[src/rtl/dma_chain_chan.sv]
`timescale 1ns/1ps
module dma_chain_chan #(
  parameter int AW = 32,
  parameter int BCW = 16,
  parameter int ALIGN_BYTES = 16
) (
  input  logic           clk,
  input  logic           rst_n,
  input  logic           reg_we,
  input  logic [15:0]    reg_addr,
  input  logic [31:0]    reg_wdata,
  output logic [31:0]    reg_rdata,
  input  logic           burst_start,
  input  logic [BCW-1:0] burst_bytes,
  input  logic           dev_valid,
  input  logic [31:0]    dev_data,
  output logic           dev_ready,
  output logic           mem_valid,
  output logic [AW-1:0]  mem_addr,
  output logic [31:0]    mem_data,
  input  logic           mem_ready,
  output logic           busy,
  output logic           irq
);
  localparam int WW = BCW - 1;
  localparam logic [BCW:0] AMSK = (BCW+1)'(ALIGN_BYTES - 1);

  typedef enum logic [1:0] {S_IDLE, S_XFER, S_DONE} st_t;
  st_t st;

  logic en, supd, dir, cmpl;
  logic [AW-1:0] nxt, lim, strt, stp, ob, sv_nxt, sv_lim, sz, base;
  logic [WW-1:0] idx, tot, dw;

  logic [BCW:0] ext, rnd, ext3;
  assign ext  = {1'b0, burst_bytes};
  assign rnd  = (ext + AMSK) & ~AMSK;
  assign ext3 = ext + (BCW+1)'(3);

  logic accept, in_data, step, last;
  assign accept    = burst_start && st == S_IDLE && en;
  assign in_data   = idx < dw;
  assign mem_valid = st == S_XFER && (in_data ? dev_valid : 1'b1);
  assign mem_data  = in_data ? dev_data : 32'h0;
  assign mem_addr  = base + AW'({idx, 2'b00});
  assign dev_ready = st == S_XFER && in_data && mem_ready;
  assign step      = mem_valid && mem_ready;
  assign last      = (idx + 1'b1) == tot;
  assign busy      = st != S_IDLE;

  always_comb begin
    case (reg_addr)
      16'h0000: reg_rdata = {28'h0, cmpl, dir, supd, en};
      16'h4000: reg_rdata = 32'(nxt);
      16'h4004: reg_rdata = 32'(lim);
      16'h4008: reg_rdata = 32'(strt);
      16'h400C: reg_rdata = 32'(stp);
      16'h4010: reg_rdata = 32'(sv_nxt);
      16'h4014: reg_rdata = 32'(sv_lim);
      16'h4200: reg_rdata = 32'(ob);
      16'h4204: reg_rdata = 32'(sz);
      default:  reg_rdata = 32'h0;
    endcase
  end

  always_ff @(posedge clk) begin
    if (!rst_n) begin
      st <= S_IDLE; irq <= 1'b0;
      {en, supd, dir, cmpl} <= 4'h0;
      nxt <= '0; lim <= '0; strt <= '0; stp <= '0; ob <= '0;
      sv_nxt <= '0; sv_lim <= '0; sz <= '0; base <= '0;
      idx <= '0; tot <= '0; dw <= '0;
    end else begin
      irq <= st == S_DONE;
      if (reg_we) begin
        case (reg_addr)
          16'h0000: begin
            if (reg_wdata[16]) en   <= 1'b1;
            if (reg_wdata[17]) supd <= 1'b1;
            if (reg_wdata[20]) dir  <= 1'b1;
            if (reg_wdata[18]) cmpl <= 1'b0;
            if (reg_wdata[19]) {en, supd, dir, cmpl} <= 4'h0;
          end
          16'h4000: nxt  <= AW'(reg_wdata);
          16'h4004: lim  <= AW'(reg_wdata);
          16'h4008: strt <= AW'(reg_wdata);
          16'h400C: stp  <= AW'(reg_wdata);
          16'h4200: ob   <= AW'(reg_wdata);
          default: ;
        endcase
      end
      case (st)
        S_IDLE: if (accept) begin
          base <= (ob != '0) ? ob : nxt;
          sz   <= AW'(rnd);
          tot  <= rnd[BCW:2];
          dw   <= ext3[BCW:2];
          idx  <= '0;
          st   <= (rnd == '0) ? S_DONE : S_XFER;
        end
        S_XFER: if (step) begin
          idx <= idx + 1'b1;
          if (last) st <= S_DONE;
        end
        default: begin
          ob     <= '0;
          sv_nxt <= nxt;
          sv_lim <= nxt + sz;
          if (!supd) begin
            nxt <= strt;
            lim <= stp;
          end
          cmpl <= 1'b1;
          st   <= S_IDLE;
        end
      endcase
    end
  end

  p_irq_single_r10: assert property (@(posedge clk) disable iff (!rst_n)
    irq |=> !irq);
  p_irq_cmpl_r10: assert property (@(posedge clk) disable iff (!rst_n)
    irq |-> (cmpl && !busy));
  p_hold_r11: assert property (@(posedge clk) disable iff (!rst_n)
    (mem_valid && !mem_ready) |=> (mem_valid && $stable(mem_addr) && $stable(mem_data)));
  p_oneshot_clr_r7: assert property (@(posedge clk) disable iff (!rst_n)
    irq |-> (ob == '0));
  p_no_start_r5: assert property (@(posedge clk) disable iff (!rst_n)
    (st == S_IDLE && !en) |=> (st == S_IDLE));
endmodule

[config.mk]
export PLATFORM = sky130hd
export DESIGN_NAME = dma_chain_chan
export DESIGN_NICKNAME = d
export VERILOG_FILES = /design/src/rtl/dma_chain_chan.sv
export SDC_FILE = /design/constraint.sdc
export NUM_CORES = 1
export LEC_CHECK = 0
export ABC_AREA = 1
export ABC_CLOCK_PERIOD_IN_PS = 2500
export BUFFER_PORTS_ARGS = -buffer_cell sky130_fd_sc_hd__buf_2
export CELL_PAD_IN_SITES_DETAIL_PLACEMENT = 1
export CELL_PAD_IN_SITES_GLOBAL_PLACEMENT = 1
export CORE_MARGIN = 10
export CORE_UTILIZATION = 42
export CTS_CLUSTER_DIAMETER = 50
export DETAILED_ROUTE_END_ITERATION = 7
export GPL_ROUTABILITY_DRIVEN = 0
export PLACE_DENSITY = 0.9
export SETUP_SLACK_MARGIN = 0.1
export SYNTH_ARGS = -nofsm -noshare
export SYNTH_HDL_FRONTEND = slang
export SYNTH_SLANG_ARGS = --single-unit
[constraint.sdc]
create_clock -name clk -period 2.5 [get_ports clk]
set_input_delay 0.5 -clock clk [delete_from_list [all_inputs] [get_ports clk]]
set_output_delay 0.5 -clock clk [all_outputs]
set_load 0.02 [all_outputs]
==> results of run 1 <==
[repair_timing]
action	CTS
cloned	18
resized for setup	537
buffers inserted	33
endpoints found under the setup margin	110
hold buffers	0
pin swaps	63
[layer usage]
layer | overflow | track usage, %
met2 | 5 | 82.56
met3 | 0 | 56.04
met4 | 7 | 64.19
met1 | 0 | 64.12
met5 | 0 | 24.04
[stage by stage]
stage	cell area [sq um]	setup slack [ns]
detailed placement	19460	-0.2602
CTS	23620	-0.5981
global placement	19460	-0.1753
floorplan	17000	0.03570
[synth_stat cells (3+ instances only)]
| master | instances | area share [%] |
|---|---|---|
| o211ai_1 | 38 | 1.7 |
| o211ai_2 | 8 | 0.60 |
| o21ai_0 | 280 | 8.4 |
| xor2_1 | 40 | 2.1 |
| a21oi_1 | 184 | 5.5 |
| o2111ai_1 | 10 | 0.52 |
| inv_1 | 419 | 9.4 |
| o21ai_1 | 43 | 1.3 |
| nand2_1 | 414 | 9.3 |
| a211oi_1 | 20 | 0.90 |
| nand4_1 | 30 | 1.1 |
| buf_1 | 4 | 0.090 |
| buf_2 | 14 | 0.42 |
| ha_1 | 43 | 3.2 |
| o21bai_1 | 34 | 1.5 |
| o221ai_1 | 5 | 0.26 |
| nor2_1 | 169 | 3.8 |
| clkinv_1 | 3 | 0.067 |
| clkbuf_1 | 108 | 2.4 |
| nor3_1 | 23 | 0.69 |
| nand3_1 | 94 | 2.8 |
| nor4_1 | 15 | 0.56 |
| xnor2_1 | 10 | 0.52 |
| buf_6 | 6 | 0.40 |
| dfxtp_1 | 302 | 36 |
| o22ai_1 | 87 | 3.3 |
| a31oi_1 | 34 | 1.3 |
| nand3b_1 | 5 | 0.22 |
[cell families after synthesis]
kind of cell    after synthesis
simple gates                761
compound gates              751
buf+inv                     558
flops                       302
xor+xnor                     51
fa+ha+maj                    45
==> qor.txt, run 1 <==
================================================================================
Result of the run ................................................. did not finish
Stop stage ........................................................      5_1_grt
Halt Reason ....................................................... [ERROR GRT-0232] Routing congestion too high. Check the congestion heatmap in the GUI.
Overall track demand over capacity in global routing ..............       66.53%
Asr flop ratio synth ..............................................           0%
Kind of the worst endpoint ........................................ primary output
Initial core utilization ..........................................       42.30%
Placed wire-length estimate after detailed placement ..............     52660 um
Count of flip-flops with a built-in enable after synthesis ........            0
Post-Synth XOR/XNOR Area ..........................................       2.752%
Synthesized area per cell .........................................  6.779 sq um
Number of antenna violations at the first check in global routing .           20
Share of synthesized cell area in and, or, nand and nor gates .....       19.11%
Residual overflow from global routing .............................           12
Post-synthesis compound-gate area fraction ........................       25.60%
Most used flip-flop cell after synthesis ..........................      dfxtp_1
Synth cell types ..................................................           46
Flop and latch count out of synthesis .............................          302
Largest net degree at the start of global routing .................           82
Cell total after placement ........................................         3206
Buffer depth of the longest clock path ............................            3
Total number of H-tree levels .....................................            2
Post-synthesis mux area share .....................................           0%
Total number of placement rows ....................................           73
Mapped Nets .......................................................         2615
Last worst endpoint in the global-route repair_timing ............. mem_addr[22]
Seq/Total Area, Yosys .............................................       36.14%
Vertical die dimension ............................................     219.6 um
IO Port Bufs ......................................................          201
Dominant combinational cell family by area after synthesis ........ compound AO/OA/AOI/OAI gates
CTS Sinks .........................................................          302
Post-Synthesis Cell Area .......................................... 0.01673 sq mm
Syn Inst Count ....................................................         2468
Die Wd ............................................................     219.6 um
Count of yosys warnings during synthesis ..........................            0
CTS root buf ......................................................    clkbuf_16
Post-synthesis adder-cell area fraction ...........................       3.455%
Number of ports placed on the die boundary ........................          202
Cts bufs inserted .................................................           39
================================================================================
==> inputs of run 2 (changes only) <==
==> config.mk (replaced) <==
export PLATFORM = sky130hd
export DESIGN_NAME = dma_chain_chan
export DESIGN_NICKNAME = d
export VERILOG_FILES = /design/src/rtl/dma_chain_chan.sv
export SDC_FILE = /design/constraint.sdc
export NUM_CORES = 1
export LEC_CHECK = 0
export ABC_AREA = 1
export ABC_CLOCK_PERIOD_IN_PS = 2500
export BUFFER_PORTS_ARGS = -buffer_cell sky130_fd_sc_hd__buf_2
export CORE_MARGIN = 10
export CORE_UTILIZATION = 28
export DETAILED_ROUTE_END_ITERATION = 7
export GPL_ROUTABILITY_DRIVEN = 0
export PLACE_DENSITY_LB_ADDON = 0.15
export SYNTH_ARGS = -nofsm -noshare
export SYNTH_HDL_FRONTEND = slang
export SYNTH_SLANG_ARGS = --single-unit
==> run 2 against run 1 <==
Against the previous run:
- the flow now finishes, with violations (setup timing)
- synthesized cell count unchanged
- area after synthesis unchanged
==> qor.txt, run 2 <==
================================================================================
Setup repair after global routing missed its margin ...............         true
Mapped Nets .......................................................         2615   unchanged
Maximum clock frequency ...........................................   0.3333 GHz
Synthesized area per cell .........................................  6.779 sq um   unchanged
Dominant cell by count in the synthesized netlist .................        inv_1
Total length of routed met3 wires .................................      4902 um
Top cells by count, synth ......................................... 419 x inv_1, 414 x nand2_1, 302 x dfxtp_1
Detail-routed net length per standard cell ........................     20.59 um
Count of unresolved DRC violations after routing ..................            0
Number of nets with antenna violations after routing ..............            0
Crit-path max FO ..................................................            4
Worst ir drop on vdd ..............................................    0.4101 mV
Post-detailed-routing wire length .................................     74630 um
CTS root buf ......................................................    clkbuf_16
First-pass iteration count of the detailed router .................            5
Actual transition at the worst max-transition pin .................    0.6985 ns
Worst reg2reg path depth ..........................................           13
Vertical die dimension ............................................     264.4 um   +20%
Vias in the first global route ....................................        18120
Top library cells by usage in the layout, fill and taps aside ..... 415 x inv_1, 363 x nand2_1, 276 x dfxtp_1
Synth-to-Final Area Change ........................................       48.01%
Clock Pin Slew Worst Setup and Hold Paths .........................      0.06 ns
Top cell type by total area after synthesis .......................      dfxtp_1
Path class of the lowest-slack min-delay path ..................... input pin to flip-flop
Met2 wire length ..................................................     35010 um
Total number of placement rows ....................................           89   +22%
DR vias/cell ......................................................        5.067
Area of the placeable core ........................................ 0.05913 sq mm
Worst flop-to-flop path endpoint ..................................       idx[9]
Worst setup slack for register-to-register paths ..................      0.10 ns
Number of antenna violations at the first check in global routing .            0
Die Wd ............................................................     264.4 um   +20%
Clock skew ........................................................   0.03341 ns
Worst-path cell with the longest stage delay ......................         fa_2
Buffer depth of the longest clock path ............................            3   unchanged
Routed length on met1 .............................................     32730 um
Final cell area excluding filler cells ............................ 0.02476 sq mm
Wire length of the first global-routing pass ......................    111300 um
Critical path data arrival time ...................................      2.50 ns
Total Die Area .................................................... 0.06993 sq mm
P_leak ............................................................     10.60 nW
Initial core utilization ..........................................       28.29%   -14 points
TritonCTS clock tree ..............................................         done
Residual overflow from global routing .............................            0
Worst flop-to-flop path startpoint ................................      idx[14]
Fraction of layout instances using a drive strength above 1 .......       29.53%
Max-slew headroom at the worst pin ................................       53.08%
Total number of H-tree levels .....................................            2   unchanged
Placed wire-length estimate after detailed placement ..............     51480 um   -2.2%
Seq/Total Area, Yosys .............................................       36.14%   unchanged
Largest net degree at the start of global routing .................          101
Type of element launching the critical path .......................    flip-flop
Syn Inst Count ....................................................         2468   unchanged
Cell types with the largest area share after synthesis ............ dfxtp_1 36%, inv_1 9.4%, nand2_1 9.3%, o21ai_0 8.4%, a21oi_1 5.5%
Most used flip-flop cell after synthesis ..........................      dfxtp_1
Post-DP Area ...................................................... 0.01990 sq mm   +2.2%
Max Cap Viol ......................................................            0
Number of ports placed on the die boundary ........................          202   unchanged
Result of the run ................................................. finished, violations left
Final number of setup-violating endpoints .........................           92
Worst Setup SP ....................................................      base[2]
CTS Sinks .........................................................          302   unchanged
Most common cell after layout, fill and taps aside ................        inv_1
Overall via count from detail_route ...............................        18360
Crit Path Class ................................................... flip-flop to primary output
Total power divided by cell area .................................. 437.8 mW/mm^2
Synth cell types ..................................................           46   unchanged
Endpoints failing hold ............................................            0
Number of DRC violations after detailed-routing iteration 0 .......         1534
Area share of the largest cell type after synthesis ...............       36.14%   unchanged
Worst hold path cell count ........................................            3
PnR Total Power ...................................................     10.84 mW
Violated checks ................................................... setup timing
Max Slew Vio Count ................................................            0
Critical Path End Type ............................................ primary output
Fin Hold WS .......................................................    0.2180 ns
Worst-path cell chain ............................................. ha_4 > fa_2 > nand3_2 > nand2_2 > nand3_4 > nand2_8 > nand3_2 > nand2_2 > nand2_2 > nand2_4 > buf_6 > nand3_4 > xor2_2 > buf_6
Count of yosys warnings during synthesis ..........................            0   unchanged
Post-Route Utilization ............................................       41.88%
Setup TNS .........................................................    -27.76 ns
Startpoint of the tightest hold check path ........................ reg_wdata[31]
Critical path required time .......................................      2.00 ns
Count of flip-flops with a built-in enable after synthesis ........            0   unchanged
Ant. Diodes .......................................................            0
Overall track demand over capacity in global routing ..............       20.43%
Slowest stage delay, CP ...........................................      0.34 ns
Asr flop ratio synth ..............................................           0%   unchanged
Post-layout minimum cycle time ....................................     3.000 ns
Setup crit end .................................................... mem_addr[26]
# nets final ......................................................         2972
Critical path's most frequent cell ................................      nand2_2
IO Port Bufs ......................................................          201   unchanged
Post-route worst setup slack ......................................   -0.5004 ns
Cts bufs inserted .................................................           39   unchanged
Top layer used by detailed routing ................................         met4
Fraction of the cycle the final worst path needs ..................       120.0%
Post-Synthesis Cell Area .......................................... 0.01673 sq mm   unchanged
Flop and latch count out of synthesis .............................          302   unchanged
Clock Latency Late Sink ...........................................      0.59 ns
================================================================================
-- run 2: timing repair --
item                                    CTS  global route
setup buffers                            50            20
gates resized for setup                 538           176
hold buffers                              0             0
endpoints found under the setup margin   92           109
cloned                                   15             1
pin swaps                                93            85
-- run 2: cell type report --
class                      instances  area, sq um
clock buffer                      58         1097
clock inverter                     9        135.1
fill                            5953        34370
inverter                         424         1605
multi-input combinational       1608        10650
sequential                       302         6098
tap                              773        967.2
timing repair buffer             449         4205
timing repair inverter             1        5.005
-- run 2: worst max-delay path: cells and delay by family (launching register included) --
kind / cells / cell delay, ns
simple gates: 9 / 0.68
xor+xnor: 1 / 0.15
flops: 1 / 0.33
buf+inv: 2 / 0.27
fa+ha+maj: 2 / 0.50
-- run 2: per-stage QoR --
stage	setup slack, ns	cells
detailed placement	-0.3319	3492
floorplan	-0.06747	2468
finish	-0.5004	3624
global route	-0.6142	3624
global placement	-0.3138	3492
CTS	-0.5852	3622
-- run 2: cells by family after synthesis --
logic type	Yosys count	synth area share, %
buf+inv	558	12.95
xor+xnor	51	2.752
simple gates	761	19.11
flops	302	36.14
compound gates	751	25.60
fa+ha+maj	45	3.455
-- run 2: power by group --
group          switching [mW]  internal, mW  leakage, nW
Clock                    2.34          3.26        0.597
Sequential          0.0000315          4.80         2.45
Combinational           0.292         0.145         7.56
Total                    2.64          8.21         10.6
-- run 2: worst min path at each step --
stage,endpoint
6_report,ob[31]
5_1_grt,stp[21]
2_1_floorplan,irq
3_5_place_dp,sv_lim[14]
4_1_cts,ob[31]
3_3_place_gp,sv_lim[14]
-- run 2: per-layer routing --
| layer | vias to the layer above | global-route usage [%] |
|---|---|---|
| li1 | 8896 | - |
| met4 | 0 | 6.600 |
| met2 | 641 | 33.83 |
| met3 | 108 | 4.120 |
| met1 | 8719 | 26.22 |
| met5 | - | 0 |
(Power assumes the default switching activity.)
==> inputs of run 3 (changes only) <==
--- a/config.mk
+++ b/config.mk
@@ -8,6 +8,8 @@
 export ABC_AREA = 1
 export ABC_CLOCK_PERIOD_IN_PS = 2500
 export BUFFER_PORTS_ARGS = -buffer_cell sky130_fd_sc_hd__buf_2
+export CELL_PAD_IN_SITES_DETAIL_PLACEMENT = 1
+export CELL_PAD_IN_SITES_GLOBAL_PLACEMENT = 1
 export CORE_MARGIN = 10
 export CORE_UTILIZATION = 28
 export DETAILED_ROUTE_END_ITERATION = 7
@@ -16,3 +18,4 @@
 export SYNTH_ARGS = -nofsm -noshare
 export SYNTH_HDL_FRONTEND = slang
 export SYNTH_SLANG_ARGS = --single-unit
+export TNS_END_PERCENT = 100
==> run 3 against run 2 <==
Against the previous run:
- the flow still finishes with violations (setup timing)
- utilization is 0.26 points higher
- worst setup slack worse by 0.046 ns
- maximum frequency is 1.5% lower
- clock-buffer cell count is 4 lower
- sequential power hardly changed
- sequential cell count stayed put
- wire length is 9.4% higher
- combinational power is 3% higher
- first-iteration DRC count is 30% lower
- total power is 0.43% higher
- largest cell class unchanged
==> qor.txt, run 3 (synthesized netlist as in run 2, its figures left out) <==
================================================================================
Type of element launching the critical path .......................    flip-flop
DR vias/cell ......................................................        5.161   +1.9%
Synth-to-Final Area Change ........................................       48.92%
Post-detailed-routing wire length .................................     81620 um   +9.4%
Final number of setup-violating endpoints .........................           92   unchanged
Placed wire-length estimate after detailed placement ..............     57140 um   +11%
Vias in the first global route ....................................        19750   +9.0%
Number of nets with antenna violations after routing ..............            0   unchanged
Maximum clock frequency ...........................................   0.3283 GHz   -1.5%
Result of the run ................................................. finished, violations left
Critical Path End Type ............................................ primary output
Overall track demand over capacity in global routing ..............       22.33%   +1.9 points
Total Die Area .................................................... 0.06993 sq mm   unchanged
Number of antenna violations at the first check in global routing .            0   unchanged
Buffer depth of the longest clock path ............................            3   unchanged
Max Slew Vio Count ................................................            0   unchanged
Clock Pin Slew Worst Setup and Hold Paths .........................      0.06 ns   about the same
Number of DRC violations after detailed-routing iteration 0 .......         1069   -30%
Setup repair after global routing missed its margin ...............         true
Crit Path Class ................................................... flip-flop to primary output
Fraction of the cycle the final worst path needs ..................       121.8%   +1.8 points
Post-Route Utilization ............................................       42.13%   +0.26 points
Endpoints failing hold ............................................            0   unchanged
Path class of the lowest-slack min-delay path ..................... input pin to flip-flop
Total power divided by cell area .................................. 437.0 mW/mm^2   -0.18%
Number of ports placed on the die boundary ........................          202   unchanged
Top library cells by usage in the layout, fill and taps aside ..... 415 x inv_1, 366 x nand2_1, 276 x dfxtp_1
Number of fillers in the final layout .............................         7140   +20%
Overall via count from detail_route ...............................        18770   +2.2%
Sequential cell area .............................................. 0.006093 sq mm   about the same
Vertical die dimension ............................................     264.4 um   unchanged
P_leak ............................................................     10.67 nW   +0.59%
Total number of H-tree levels .....................................            2   unchanged
Most common cell after layout, fill and taps aside ................        inv_1
Detail-routed net length per standard cell ........................     22.45 um   +9.0%
TritonCTS clock tree ..............................................         done
First-pass iteration count of the detailed router .................            5   unchanged
CTS root buf ......................................................    clkbuf_16
Placement-stage worst setup slack .................................   -0.4085 ns   -0.07667 ns
Startpoint of the tightest hold check path ........................ reg_wdata[22]
Largest net degree at the start of global routing .................           65   -36%
Initial core utilization ..........................................       28.29%   unchanged
Critical path data arrival time ...................................      2.55 ns   +0.05 ns
Worst flop-to-flop path startpoint ................................       idx[2]
Max-slew headroom at the worst pin ................................       58.34%   +5.3 points
Actual transition at the worst max-transition pin .................    0.6249 ns   -0.07359 ns
Cts bufs inserted .................................................           39   unchanged
Worst ir drop on vdd ..............................................    0.4004 mV   -2.4%
PnR Total Power ...................................................     10.89 mW   +0.43%
Count of unresolved DRC violations after routing ..................            0   unchanged
Worst Setup SP ....................................................       idx[0]
Die Wd ............................................................     264.4 um   unchanged
Post-DP Area ...................................................... 0.01995 sq mm   +0.28%
Final cell area excluding filler cells ............................ 0.02491 sq mm   +0.62%
# nets final ......................................................         2987   +0.50%
IO Port Bufs ......................................................          201   unchanged
Post-layout minimum cycle time ....................................     3.046 ns   +0.04573 ns
Cell total after placement ........................................         3501   +0.26%
Ant. Diodes .......................................................            0   unchanged
Non-filler cells, final ...........................................         3636   +0.33%
Violated checks ................................................... setup timing
CTS Sinks .........................................................          302   unchanged
Wire length of the first global-routing pass ......................    122400 um   +9.9%
Clock Latency Late Sink ...........................................      0.58 ns   about the same
Crit-path max FO ..................................................            6   +2
Post-route worst setup slack ......................................   -0.5461 ns   -0.04573 ns
Clock skew ........................................................   0.03192 ns   -0.001489 ns
Area of the placeable core ........................................ 0.05913 sq mm   unchanged
Footprint of the multi-input gates ................................ 0.01054 sq mm   -1.0%
Residual overflow from global routing .............................            0   unchanged
Max Cap Viol ......................................................            0   unchanged
Total number of placement rows ....................................           89   unchanged
Fraction of layout instances using a drive strength above 1 .......       29.72%   +0.19 points
Critical path required time .......................................      2.00 ns   about the same
================================================================================
## run 3: cell types whose count changed in the layout (fill, tap and decap cells not counted), moves of 4 or more
cell,before,now
o22ai_2,25,29
clkbuf_1,14,8
a21oi_1,163,172
clkbuf_16,39,44
xor2_1,26,30
buf_4,169,176
a21oi_2,18,11
o22ai_1,49,40
o22ai_4,13,18
## run 3: metal layers
layer  track usage, %  share of wire [%]  vias up
met5                0                  0        -
met4            7.594                3.7        0
met3            2.981                4.9      143
met2            39.16                 49      479
met1            27.68                 43     9224
li1                 -                  -     8920
## run 3: timing repair
item / in CTS / in global routing
buffers inserted: 62 / 19
endpoints found under the setup margin: 94 / 113
endpoints found under the hold margin: 0 / 0
cloned: 11 / 5
pin swaps: 75 / 84
gates resized for setup: 523 / 187
hold buffers: 0 / 0
## run 3: layout make-up
type	count	area share (%)
clock inverters	10	0.5725
flip-flops and latches	302	24.46
repair buffers	465	17.88
multi-input cells	1608	42.31
well taps	773	3.882
clock buffers	54	4.424
inverters	424	6.468
## run 3: path summary, 6_finish.rpt
| path | to | slack, ns | cells after the start |
|---|---|---|---|
| max | mem_addr[18] | -0.55 | 13 |
| min | ob[22] | 0.22 | 3 |
| max reg2reg | idx[4] | 0.09 | 15 |
| min reg2reg | stp[4] | 0.48 | 2 |
## run 3: critical path: stages (launching register included)
cell and delay [ns]:
dfxtp_2 0.33, ha_4 0.16, fa_2 0.38, nand3_4 0.09, nand2_4 0.06, nand3_4 0.07
nand2_4 0.09, nand3_2 0.10, nand2_2 0.06, nand2_2 0.09, nand2_4 0.10, buf_4 0.16
xor2_1 0.13, buf_4 0.15
## run 3: where the power goes
part / internal [mW] / switching (mW) / total [mW]
Clock: 3.29 / 2.34 / 5.63
Sequential: 4.81 / 0.0000316 / 4.81
Combinational: 0.144 / 0.305 / 0.449
Total: 8.24 / 2.65 / 10.9
## run 3: through the flow
stage	setup TNS (ns)	hold slack, ns
2_1_floorplan	-0.5466	0.4131
3_5_place_dp	-26.25	0.4507
6_report	-32.99	0.2172
5_1_grt	-40.76	0.2355
3_3_place_gp	-21.05	0.4419
4_1_cts	-36.74	0.1865
